==> config.mk <==
export PLATFORM = sky130hd
export DESIGN_NAME = dual_pkt_buffer
export DESIGN_NICKNAME = d
export VERILOG_FILES = /design/src/rtl/pktbuf_pkg.sv /design/src/rtl/pktbuf_shaper.sv /design/src/rtl/pktbuf_store.sv /design/src/rtl/pktbuf_rdstage.sv /design/src/rtl/pktbuf_channel.sv /design/src/rtl/dual_pkt_buffer.sv
export SDC_FILE = /design/constraint.sdc
export NUM_CORES = 2
export LEC_CHECK = 0
export ABC_AREA = 1
export BUFFER_PORTS_ARGS = -buffer_cell sky130_fd_sc_hd__buf_2
export CAP_MARGIN = 20
export CORE_ASPECT_RATIO = 1.5
export CORE_MARGIN = 2
export CORE_UTILIZATION = 60
export CTS_BUF_LIST = sky130_fd_sc_hd__clkbuf_2
export CTS_CLUSTER_SIZE = 24
export DETAILED_ROUTE_END_ITERATION = 10
export GPL_TIMING_DRIVEN = 0
export PLACE_DENSITY = 0.74
export SLEW_MARGIN = 20
export SYNTH_ARGS = -nofsm -noshare
export SYNTH_HDL_FRONTEND = slang
export SYNTH_HIERARCHICAL = 1
export SYNTH_SLANG_ARGS = --single-unit
==> constraint.sdc <==
create_clock -name clk -period 8.75 [get_ports clk]
set_clock_uncertainty 0.1 [all_clocks]
set_input_delay 0.875 -clock clk [delete_from_list [all_inputs] [get_ports clk]]
set_output_delay 0.875 -clock clk [all_outputs]
set_load 0.01 [all_outputs]
==> src/rtl/pktbuf_pkg.sv <==
package pktbuf_pkg;

  localparam int unsigned NUM_CH = 2;

  typedef enum logic [0:0] {
    CH_REGULAR  = 1'b0,
    CH_PRIORITY = 1'b1
  } chan_e;

  // Two bytes per lane.
  function automatic int unsigned word_bytes(input int unsigned lanes);
    return 2 * lanes;
  endfunction

  // Width needed for an empty count of 0 .. nbytes-1.
  function automatic int unsigned count_bits(input int unsigned nbytes);
    return (nbytes > 1) ? $clog2(nbytes) : 1;
  endfunction

endpackage

==> src/rtl/pktbuf_shaper.sv <==
// Sanitises the empty count and zeroes unused trailing bytes before storage.
module pktbuf_shaper #(
  parameter int unsigned BYTES = 8,
  parameter int unsigned MTY_W = 3,
  localparam int unsigned DATA_W = 8 * BYTES,
  localparam int unsigned ENT_W  = DATA_W + 2 + MTY_W
) (
  input  logic [DATA_W-1:0] in_data,
  input  logic              in_sop,
  input  logic              in_eop,
  input  logic [MTY_W-1:0]  in_mty,
  output logic [ENT_W-1:0]  out_entry,
  output logic              bad_mty
);

  logic [MTY_W-1:0]  mty_eff;
  logic [DATA_W-1:0] data_masked;

  always_comb begin
    bad_mty = (in_mty != '0) && !in_eop;
    mty_eff = in_eop ? in_mty : '0;
  end

  // Byte b sits at bits [8b+7:8b]; the lowest mty_eff bytes are unused.
  for (genvar b = 0; b < BYTES; b++) begin : g_byte
    localparam logic [MTY_W-1:0] BIDX = MTY_W'(b);
    assign data_masked[8*b +: 8] = (BIDX < mty_eff) ? 8'h00 : in_data[8*b +: 8];
  end

  assign out_entry = {in_sop, in_eop, mty_eff, data_masked};

endmodule

==> src/rtl/pktbuf_store.sv <==
// Circular word storage with occupancy count.
module pktbuf_store #(
  parameter int unsigned ENT_W = 69,
  parameter int unsigned DEPTH = 16,
  localparam int unsigned PTR_W = (DEPTH > 1) ? $clog2(DEPTH) : 1,
  localparam int unsigned CNT_W = $clog2(DEPTH + 1)
) (
  input  logic             clk,
  input  logic             rst_n,
  input  logic             push_req,
  input  logic [ENT_W-1:0] push_entry,
  input  logic             pop_req,
  output logic [ENT_W-1:0] head_entry,
  output logic             has_word,
  output logic             is_full
);

  localparam logic [PTR_W-1:0] LAST_PTR = PTR_W'(DEPTH - 1);
  localparam logic [CNT_W-1:0] FULL_CNT = CNT_W'(DEPTH);

  logic [PTR_W-1:0] wr_ptr_q, wr_ptr_d;
  logic [PTR_W-1:0] rd_ptr_q, rd_ptr_d;
  logic [CNT_W-1:0] cnt_q, cnt_d;
  logic             do_push, do_pop;
  logic [ENT_W-1:0] mem_q [DEPTH];

  function automatic logic [PTR_W-1:0] bump(input logic [PTR_W-1:0] p);
    return (p == LAST_PTR) ? '0 : p + 1'b1;
  endfunction

  always_comb begin
    has_word = (cnt_q != '0);
    is_full  = (cnt_q == FULL_CNT);
    do_push  = push_req && !is_full;
    do_pop   = pop_req && has_word;
    wr_ptr_d = do_push ? bump(wr_ptr_q) : wr_ptr_q;
    rd_ptr_d = do_pop  ? bump(rd_ptr_q) : rd_ptr_q;
    unique case ({do_push, do_pop})
      2'b10:   cnt_d = cnt_q + 1'b1;
      2'b01:   cnt_d = cnt_q - 1'b1;
      default: cnt_d = cnt_q;
    endcase
  end

  always_ff @(posedge clk or negedge rst_n) begin
    if (!rst_n) begin
      wr_ptr_q <= '0;
      rd_ptr_q <= '0;
      cnt_q    <= '0;
    end else begin
      wr_ptr_q <= wr_ptr_d;
      rd_ptr_q <= rd_ptr_d;
      cnt_q    <= cnt_d;
    end
  end

  always_ff @(posedge clk) begin
    if (do_push) begin
      mem_q[wr_ptr_q] <= push_entry;
    end
  end

  assign head_entry = mem_q[rd_ptr_q];

endmodule

==> src/rtl/pktbuf_rdstage.sv <==
// Output registers: one word per granted request, held otherwise.
module pktbuf_rdstage #(
  parameter int unsigned ENT_W = 69
) (
  input  logic             clk,
  input  logic             rst_n,
  input  logic             rd_req,
  input  logic             has_word,
  input  logic [ENT_W-1:0] head_entry,
  output logic             pop_req,
  output logic             out_valid,
  output logic [ENT_W-1:0] out_entry
);

  logic             take;
  logic             valid_d, valid_q;
  logic [ENT_W-1:0] ent_d, ent_q;

  always_comb begin
    take    = rd_req && has_word;
    pop_req = take;
    valid_d = take;
    ent_d   = head_entry;
  end

  always_ff @(posedge clk or negedge rst_n) begin
    if (!rst_n) begin
      valid_q <= 1'b0;
      ent_q   <= '0;
    end else begin
      valid_q <= valid_d;
      if (take) begin
        ent_q <= ent_d;
      end
    end
  end

  assign out_valid = valid_q;
  assign out_entry = ent_q;

endmodule

==> src/rtl/pktbuf_channel.sv <==
// One queue: shaper, storage, output stage and sticky error flags.
module pktbuf_channel #(
  parameter int unsigned BYTES = 8,
  parameter int unsigned MTY_W = 3,
  parameter int unsigned DEPTH = 16,
  localparam int unsigned DATA_W = 8 * BYTES,
  localparam int unsigned ENT_W  = DATA_W + 2 + MTY_W
) (
  input  logic              clk,
  input  logic              rst_n,
  input  logic              wr_en,
  input  logic [DATA_W-1:0] wr_data,
  input  logic              wr_sop,
  input  logic              wr_eop,
  input  logic [MTY_W-1:0]  wr_mty,
  input  logic              rd_en,
  output logic              rd_valid,
  output logic [DATA_W-1:0] rd_data,
  output logic              rd_sop,
  output logic              rd_eop,
  output logic [MTY_W-1:0]  rd_mty,
  output logic              overflow,
  output logic              bad_mty
);

  logic [ENT_W-1:0] shaped_entry;
  logic             shaped_bad;
  logic [ENT_W-1:0] head_entry;
  logic [ENT_W-1:0] out_entry;
  logic             has_word, is_full, pop_req;
  logic             ovf_d, ovf_q, bad_d, bad_q;

  pktbuf_shaper #(.BYTES(BYTES), .MTY_W(MTY_W)) u_shaper (
    .in_data   (wr_data),
    .in_sop    (wr_sop),
    .in_eop    (wr_eop),
    .in_mty    (wr_mty),
    .out_entry (shaped_entry),
    .bad_mty   (shaped_bad)
  );

  pktbuf_store #(.ENT_W(ENT_W), .DEPTH(DEPTH)) u_store (
    .clk        (clk),
    .rst_n      (rst_n),
    .push_req   (wr_en),
    .push_entry (shaped_entry),
    .pop_req    (pop_req),
    .head_entry (head_entry),
    .has_word   (has_word),
    .is_full    (is_full)
  );

  pktbuf_rdstage #(.ENT_W(ENT_W)) u_rdstage (
    .clk        (clk),
    .rst_n      (rst_n),
    .rd_req     (rd_en),
    .has_word   (has_word),
    .head_entry (head_entry),
    .pop_req    (pop_req),
    .out_valid  (rd_valid),
    .out_entry  (out_entry)
  );

  always_comb begin
    ovf_d = ovf_q || (wr_en && is_full);
    bad_d = bad_q || (wr_en && shaped_bad);
  end

  always_ff @(posedge clk or negedge rst_n) begin
    if (!rst_n) begin
      ovf_q <= 1'b0;
      bad_q <= 1'b0;
    end else begin
      ovf_q <= ovf_d;
      bad_q <= bad_d;
    end
  end

  assign {rd_sop, rd_eop, rd_mty, rd_data} = out_entry;
  assign overflow = ovf_q;
  assign bad_mty  = bad_q;

endmodule

==> src/rtl/dual_pkt_buffer.sv <==
module dual_pkt_buffer
  import pktbuf_pkg::*;
#(
  parameter int unsigned LANES = 4,
  parameter int unsigned DEPTH = 16,
  localparam int unsigned BYTES  = word_bytes(LANES),
  localparam int unsigned DATA_W = 8 * BYTES,
  localparam int unsigned MTY_W  = count_bits(BYTES)
) (
  input  logic              clk,
  input  logic              rst_n,
  input  logic              norm_wr_en,
  input  logic [DATA_W-1:0] norm_wr_data,
  input  logic              norm_wr_sop,
  input  logic              norm_wr_eop,
  input  logic [MTY_W-1:0]  norm_wr_mty,
  input  logic              norm_rd_en,
  output logic              norm_rd_valid,
  output logic [DATA_W-1:0] norm_rd_data,
  output logic              norm_rd_sop,
  output logic              norm_rd_eop,
  output logic [MTY_W-1:0]  norm_rd_mty,
  output logic              norm_overflow,
  output logic              norm_bad_mty,
  input  logic              prio_wr_en,
  input  logic [DATA_W-1:0] prio_wr_data,
  input  logic              prio_wr_sop,
  input  logic              prio_wr_eop,
  input  logic [MTY_W-1:0]  prio_wr_mty,
  input  logic              prio_rd_en,
  output logic              prio_rd_valid,
  output logic [DATA_W-1:0] prio_rd_data,
  output logic              prio_rd_sop,
  output logic              prio_rd_eop,
  output logic [MTY_W-1:0]  prio_rd_mty,
  output logic              prio_overflow,
  output logic              prio_bad_mty
);

  localparam int NRM = int'(CH_REGULAR);
  localparam int PRI = int'(CH_PRIORITY);

  logic [NUM_CH-1:0]             wr_en_v, wr_sop_v, wr_eop_v, rd_en_v;
  logic [NUM_CH-1:0]             rd_valid_v, rd_sop_v, rd_eop_v, ovf_v, bad_v;
  logic [NUM_CH-1:0][DATA_W-1:0] wr_data_v, rd_data_v;
  logic [NUM_CH-1:0][MTY_W-1:0]  wr_mty_v, rd_mty_v;

  assign wr_en_v[NRM]   = norm_wr_en;
  assign wr_data_v[NRM] = norm_wr_data;
  assign wr_sop_v[NRM]  = norm_wr_sop;
  assign wr_eop_v[NRM]  = norm_wr_eop;
  assign wr_mty_v[NRM]  = norm_wr_mty;
  assign rd_en_v[NRM]   = norm_rd_en;
  assign wr_en_v[PRI]   = prio_wr_en;
  assign wr_data_v[PRI] = prio_wr_data;
  assign wr_sop_v[PRI]  = prio_wr_sop;
  assign wr_eop_v[PRI]  = prio_wr_eop;
  assign wr_mty_v[PRI]  = prio_wr_mty;
  assign rd_en_v[PRI]   = prio_rd_en;

  for (genvar c = 0; c < NUM_CH; c++) begin : g_ch
    pktbuf_channel #(.BYTES(BYTES), .MTY_W(MTY_W), .DEPTH(DEPTH)) u_chan (
      .clk      (clk),
      .rst_n    (rst_n),
      .wr_en    (wr_en_v[c]),
      .wr_data  (wr_data_v[c]),
      .wr_sop   (wr_sop_v[c]),
      .wr_eop   (wr_eop_v[c]),
      .wr_mty   (wr_mty_v[c]),
      .rd_en    (rd_en_v[c]),
      .rd_valid (rd_valid_v[c]),
      .rd_data  (rd_data_v[c]),
      .rd_sop   (rd_sop_v[c]),
      .rd_eop   (rd_eop_v[c]),
      .rd_mty   (rd_mty_v[c]),
      .overflow (ovf_v[c]),
      .bad_mty  (bad_v[c])
    );
  end

  assign norm_rd_valid = rd_valid_v[NRM];
  assign norm_rd_data  = rd_data_v[NRM];
  assign norm_rd_sop   = rd_sop_v[NRM];
  assign norm_rd_eop   = rd_eop_v[NRM];
  assign norm_rd_mty   = rd_mty_v[NRM];
  assign norm_overflow = ovf_v[NRM];
  assign norm_bad_mty  = bad_v[NRM];
  assign prio_rd_valid = rd_valid_v[PRI];
  assign prio_rd_data  = rd_data_v[PRI];
  assign prio_rd_sop   = rd_sop_v[PRI];
  assign prio_rd_eop   = rd_eop_v[PRI];
  assign prio_rd_mty   = rd_mty_v[PRI];
  assign prio_overflow = ovf_v[PRI];
  assign prio_bad_mty  = bad_v[PRI];

endmodule

==> impl_metrics.ini <==
[run_status]
outcome = finished, final reports clean

[power_and_ir_drop]
power.switching_mw = 14.46
p_int_mw = 20.61
p_leak_nw = 56.19
p_seq_share_pct = 40.9
ir_worst_vdd_mv = 0.1899
power.share.clock_pct = 20.0
pwr_density_cell_mw_per_mm2 = 293.3
p_total_mw = 35.08
p_comb_share_pct = 39.0
swShare_pct = 41.24

[min_path]
min_path_cells = 3
hp-start = prio_wr_mty[2]
hp-class = input pin to register

[clock_network]
h-tree-depth = 6
clock_path_buffers = 4
hold_buffers = 174
cts_setup_buffers = 0
clock-sinks = 2378
clk_latency_ns = 1.62
numCtsBuffers = 550
clk_pin_slew_worst_paths_ns = 0.12
cts_root_buffer = clkbuf_2
cts_tree = yes
cts.repair.resized = 0

[global_route]
met1_usage_pct = 33.49
grt_pass1_wl_um = 430600
antenna_found_initial = 7
gr-total-overflow = 0
gr-max-usage-layer = met2
grtUsageMet3_pct = 5.166
grt_pass1_vias = 77920
grt_usage_pct = 31.67
met2_usage_pct = 57.66
grt_max_degree = 74

[floorplan]
die_w_um = 347.2
die-area_mm2 = 0.1801
initial_core_util_pct = 60.49
core_mm2 = 0.1752
pin_count = 288
row_count = 188
die_h_um = 518.8

[cells_and_area]
final_area_mm2 = 0.1196
fill_cells = 12730
instances_no_fill = 14390
post-route-util_pct = 68.25
nNetsFinal = 11840
drive_gt1_share_pct = 16.18
syn2layout_area_growth_pct = 12.82

[drt]
viasPerCell = 5.320
drtAntennaViolNets = 0
first_pass_iters = 6
vias = 76530
dr.first_iter.drc_count = 7256
post_drt_wl_per_cell_um = 20.12
wirelength_um = 289400
drcViolationCount = 0

[sta]
min_period_ns = 3.638
setup_violations = 0
period_share_pct = 41.58
relSlewSlack_pct = 21.80
slew_violations = 0
final.setup.worst_slack_ns = 5.112
rsz0062_at_grt = false
hold_ws_ns = 0.1724
fmax_mhz = 274.9
finalSetupTns_ns = 0
hold_viol_final = 0
worst_pin_slew_ns = 1.169

[critical_path]
cp-end-kind = register
arrival_ns = 5.06
cp_common_cell = nand2_1
startpoint_type = register
crit_fanout = 10
crit_required_ns = 10.17
worst-path-buf-inv = 4
slowest_stage = dfrtp_1
crit_path_start = g_ch[1].u_chan/u_store/cnt_q[1]
crit_type = register to register
r2r_start = g_ch[1].u_chan/u_store/cnt_q[1]
crit_chain = nor2_1 -> nand4_1 -> buf_6 -> nand2_8 -> buf_6 -> inv_2 -> nand2_1 -> inv_1 -> ha_1 -> ha_1 -> or2_2 -> nand2_1 -> nand3_1 -> nand2_1 -> nand2_1 -> nand2_1
worst_path_dominant_cell_family = simple AND/OR/NAND/NOR gates
r2r_cells = 16
critPathMaxStageDelay_ns = 0.44
cp.depth = 16

[synth]
synth.net_count = 10740
yosys.area.top_type_share_pct = 62.55
ys.flop_type = edfxtp_1
synth_warnings = 6
yosys-top-cells-area = edfxtp_1 63%, nand2_1 12%, inv_1 7.9%, nand3_1 7.2%, dfrtp_1 4.0%
syn_inst = 10570
synth-seq-area-share_pct = 66.56
synth.distinct_cells = 28
synthArstFlopShare_pct = 7.149
synth_edf_count = 2208
synth_area_per_cell_um2 = 10.03
syn_area_mm2 = 0.1060
synth_top_area_cell = edfxtp_1
synth-seq-cells = 2378

[placed_design]
place_inst = 13220
placed_area_mm2 = 0.1128
post-place-ws_ns = 4.964
gp_congestion = 0.9135
io_buffers = 267
dp.final_hpwl_um = 201800

[run]
cap_violations = 0
registers in the layout, summed over array words and instances, names as in the netlist:
register	count
g_ch.u_chan/bad_mty	2
g_ch.u_chan/overflow	2
g_ch.u_chan/u_rdstage/out_entry	138
g_ch.u_chan/u_rdstage/out_valid	2
g_ch.u_chan/u_store/cnt_q	10
g_ch.u_chan/u_store/mem_q	2208
g_ch.u_chan/u_store/rd_ptr_q	8
g_ch.u_chan/u_store/wr_ptr_q	8
power groups by stage:
| stage | registers, mW | logic (mW) | clock network (mW) |
|---|---|---|---|
| 3_5_place_dp | 14.6 | 13.3 | 0 |
| 6_report | 14.4 | 13.7 | 7.03 |
| 4_1_cts | 14.3 | 13.5 | 7.16 |
| 3_3_place_gp | 14.8 | 12.6 | 0 |
| 5_1_grt | 14.4 | 14.8 | 7.69 |
| 2_1_floorplan | 14.7 | 8.25 | 0 |
logic make-up after synthesis:
family / share of synthesized area (%)
XOR/XNOR: 0.04957
flip-flops: 66.56
adder cells (fa/ha/maj): 0.2502
buffers and inverters: 10.77
AND/OR/NAND/NOR: 22.25
AO/OA/AOI/OAI: 0.1133
layout make-up:
cell class,instances,area (um^2),share of cell area (%)
tap,2280,2853,2.385
antenna,12,30.03,0.02511
clock buffer,810,4054,3.390
clock inverter,164,905.9,0.7574
multi-input combinational,5448,24360,20.37
inverter,2238,8401,7.024
timing repair buffer,547,5424,4.535
buffer,508,3015,2.521
sequential,2378,70560,59.00
worst min-delay path, delay by kind of cell:
family,cells,cell delay (ns)
buf+inv,2,0.59
simple gates,1,0.15
cell usage in the layout (no fill, tap or decap), drive strengths merged, types with 12 or more instances in the layout:
cell            n
nand2        3702
inv          2254
edfxtp       2208
nand3        1546
clkbuf        892
buf           800
dlygate4sd3   173
dfrtp         170
nor2          142
clkinv        132
o21ai          20
ha             18
diode          12
final timing paths:
check	slack (ns)	to
max reg2reg	5.11	g_ch[1].u_chan/u_store/cnt_q[4]
min reg2reg	0.38	g_ch[1].u_chan/overflow
max	5.11	g_ch[1].u_chan/u_store/cnt_q[4]
min	0.17	g_ch[1].u_chan/u_store/mem_q[14][66]
min in group asynchronous	0.27	g_ch[0].u_chan/u_rdstage/out_entry[36]
max in group asynchronous	7.33	g_ch[1].u_chan/u_rdstage/out_entry[49]
metal layers:
layer	up-vias	routed length, um
met4	2	19290
met3	1096	23510
met1	35600	95490
li1	35720	-
met2	4118	151100
met5	-	13
synth_stat cells (54+ instances only):
cell type  number
nand2_1      3462
inv_1        2224
edfxtp_1     2208
nand3_1      1524
buf_2         232
dfrtp_1       170
nor2_1        136
nand2_4       120
nand2_2       118
buf_4         104
clkbuf_1       82
buf_1          54
Power figures use the tool's default switching activity.
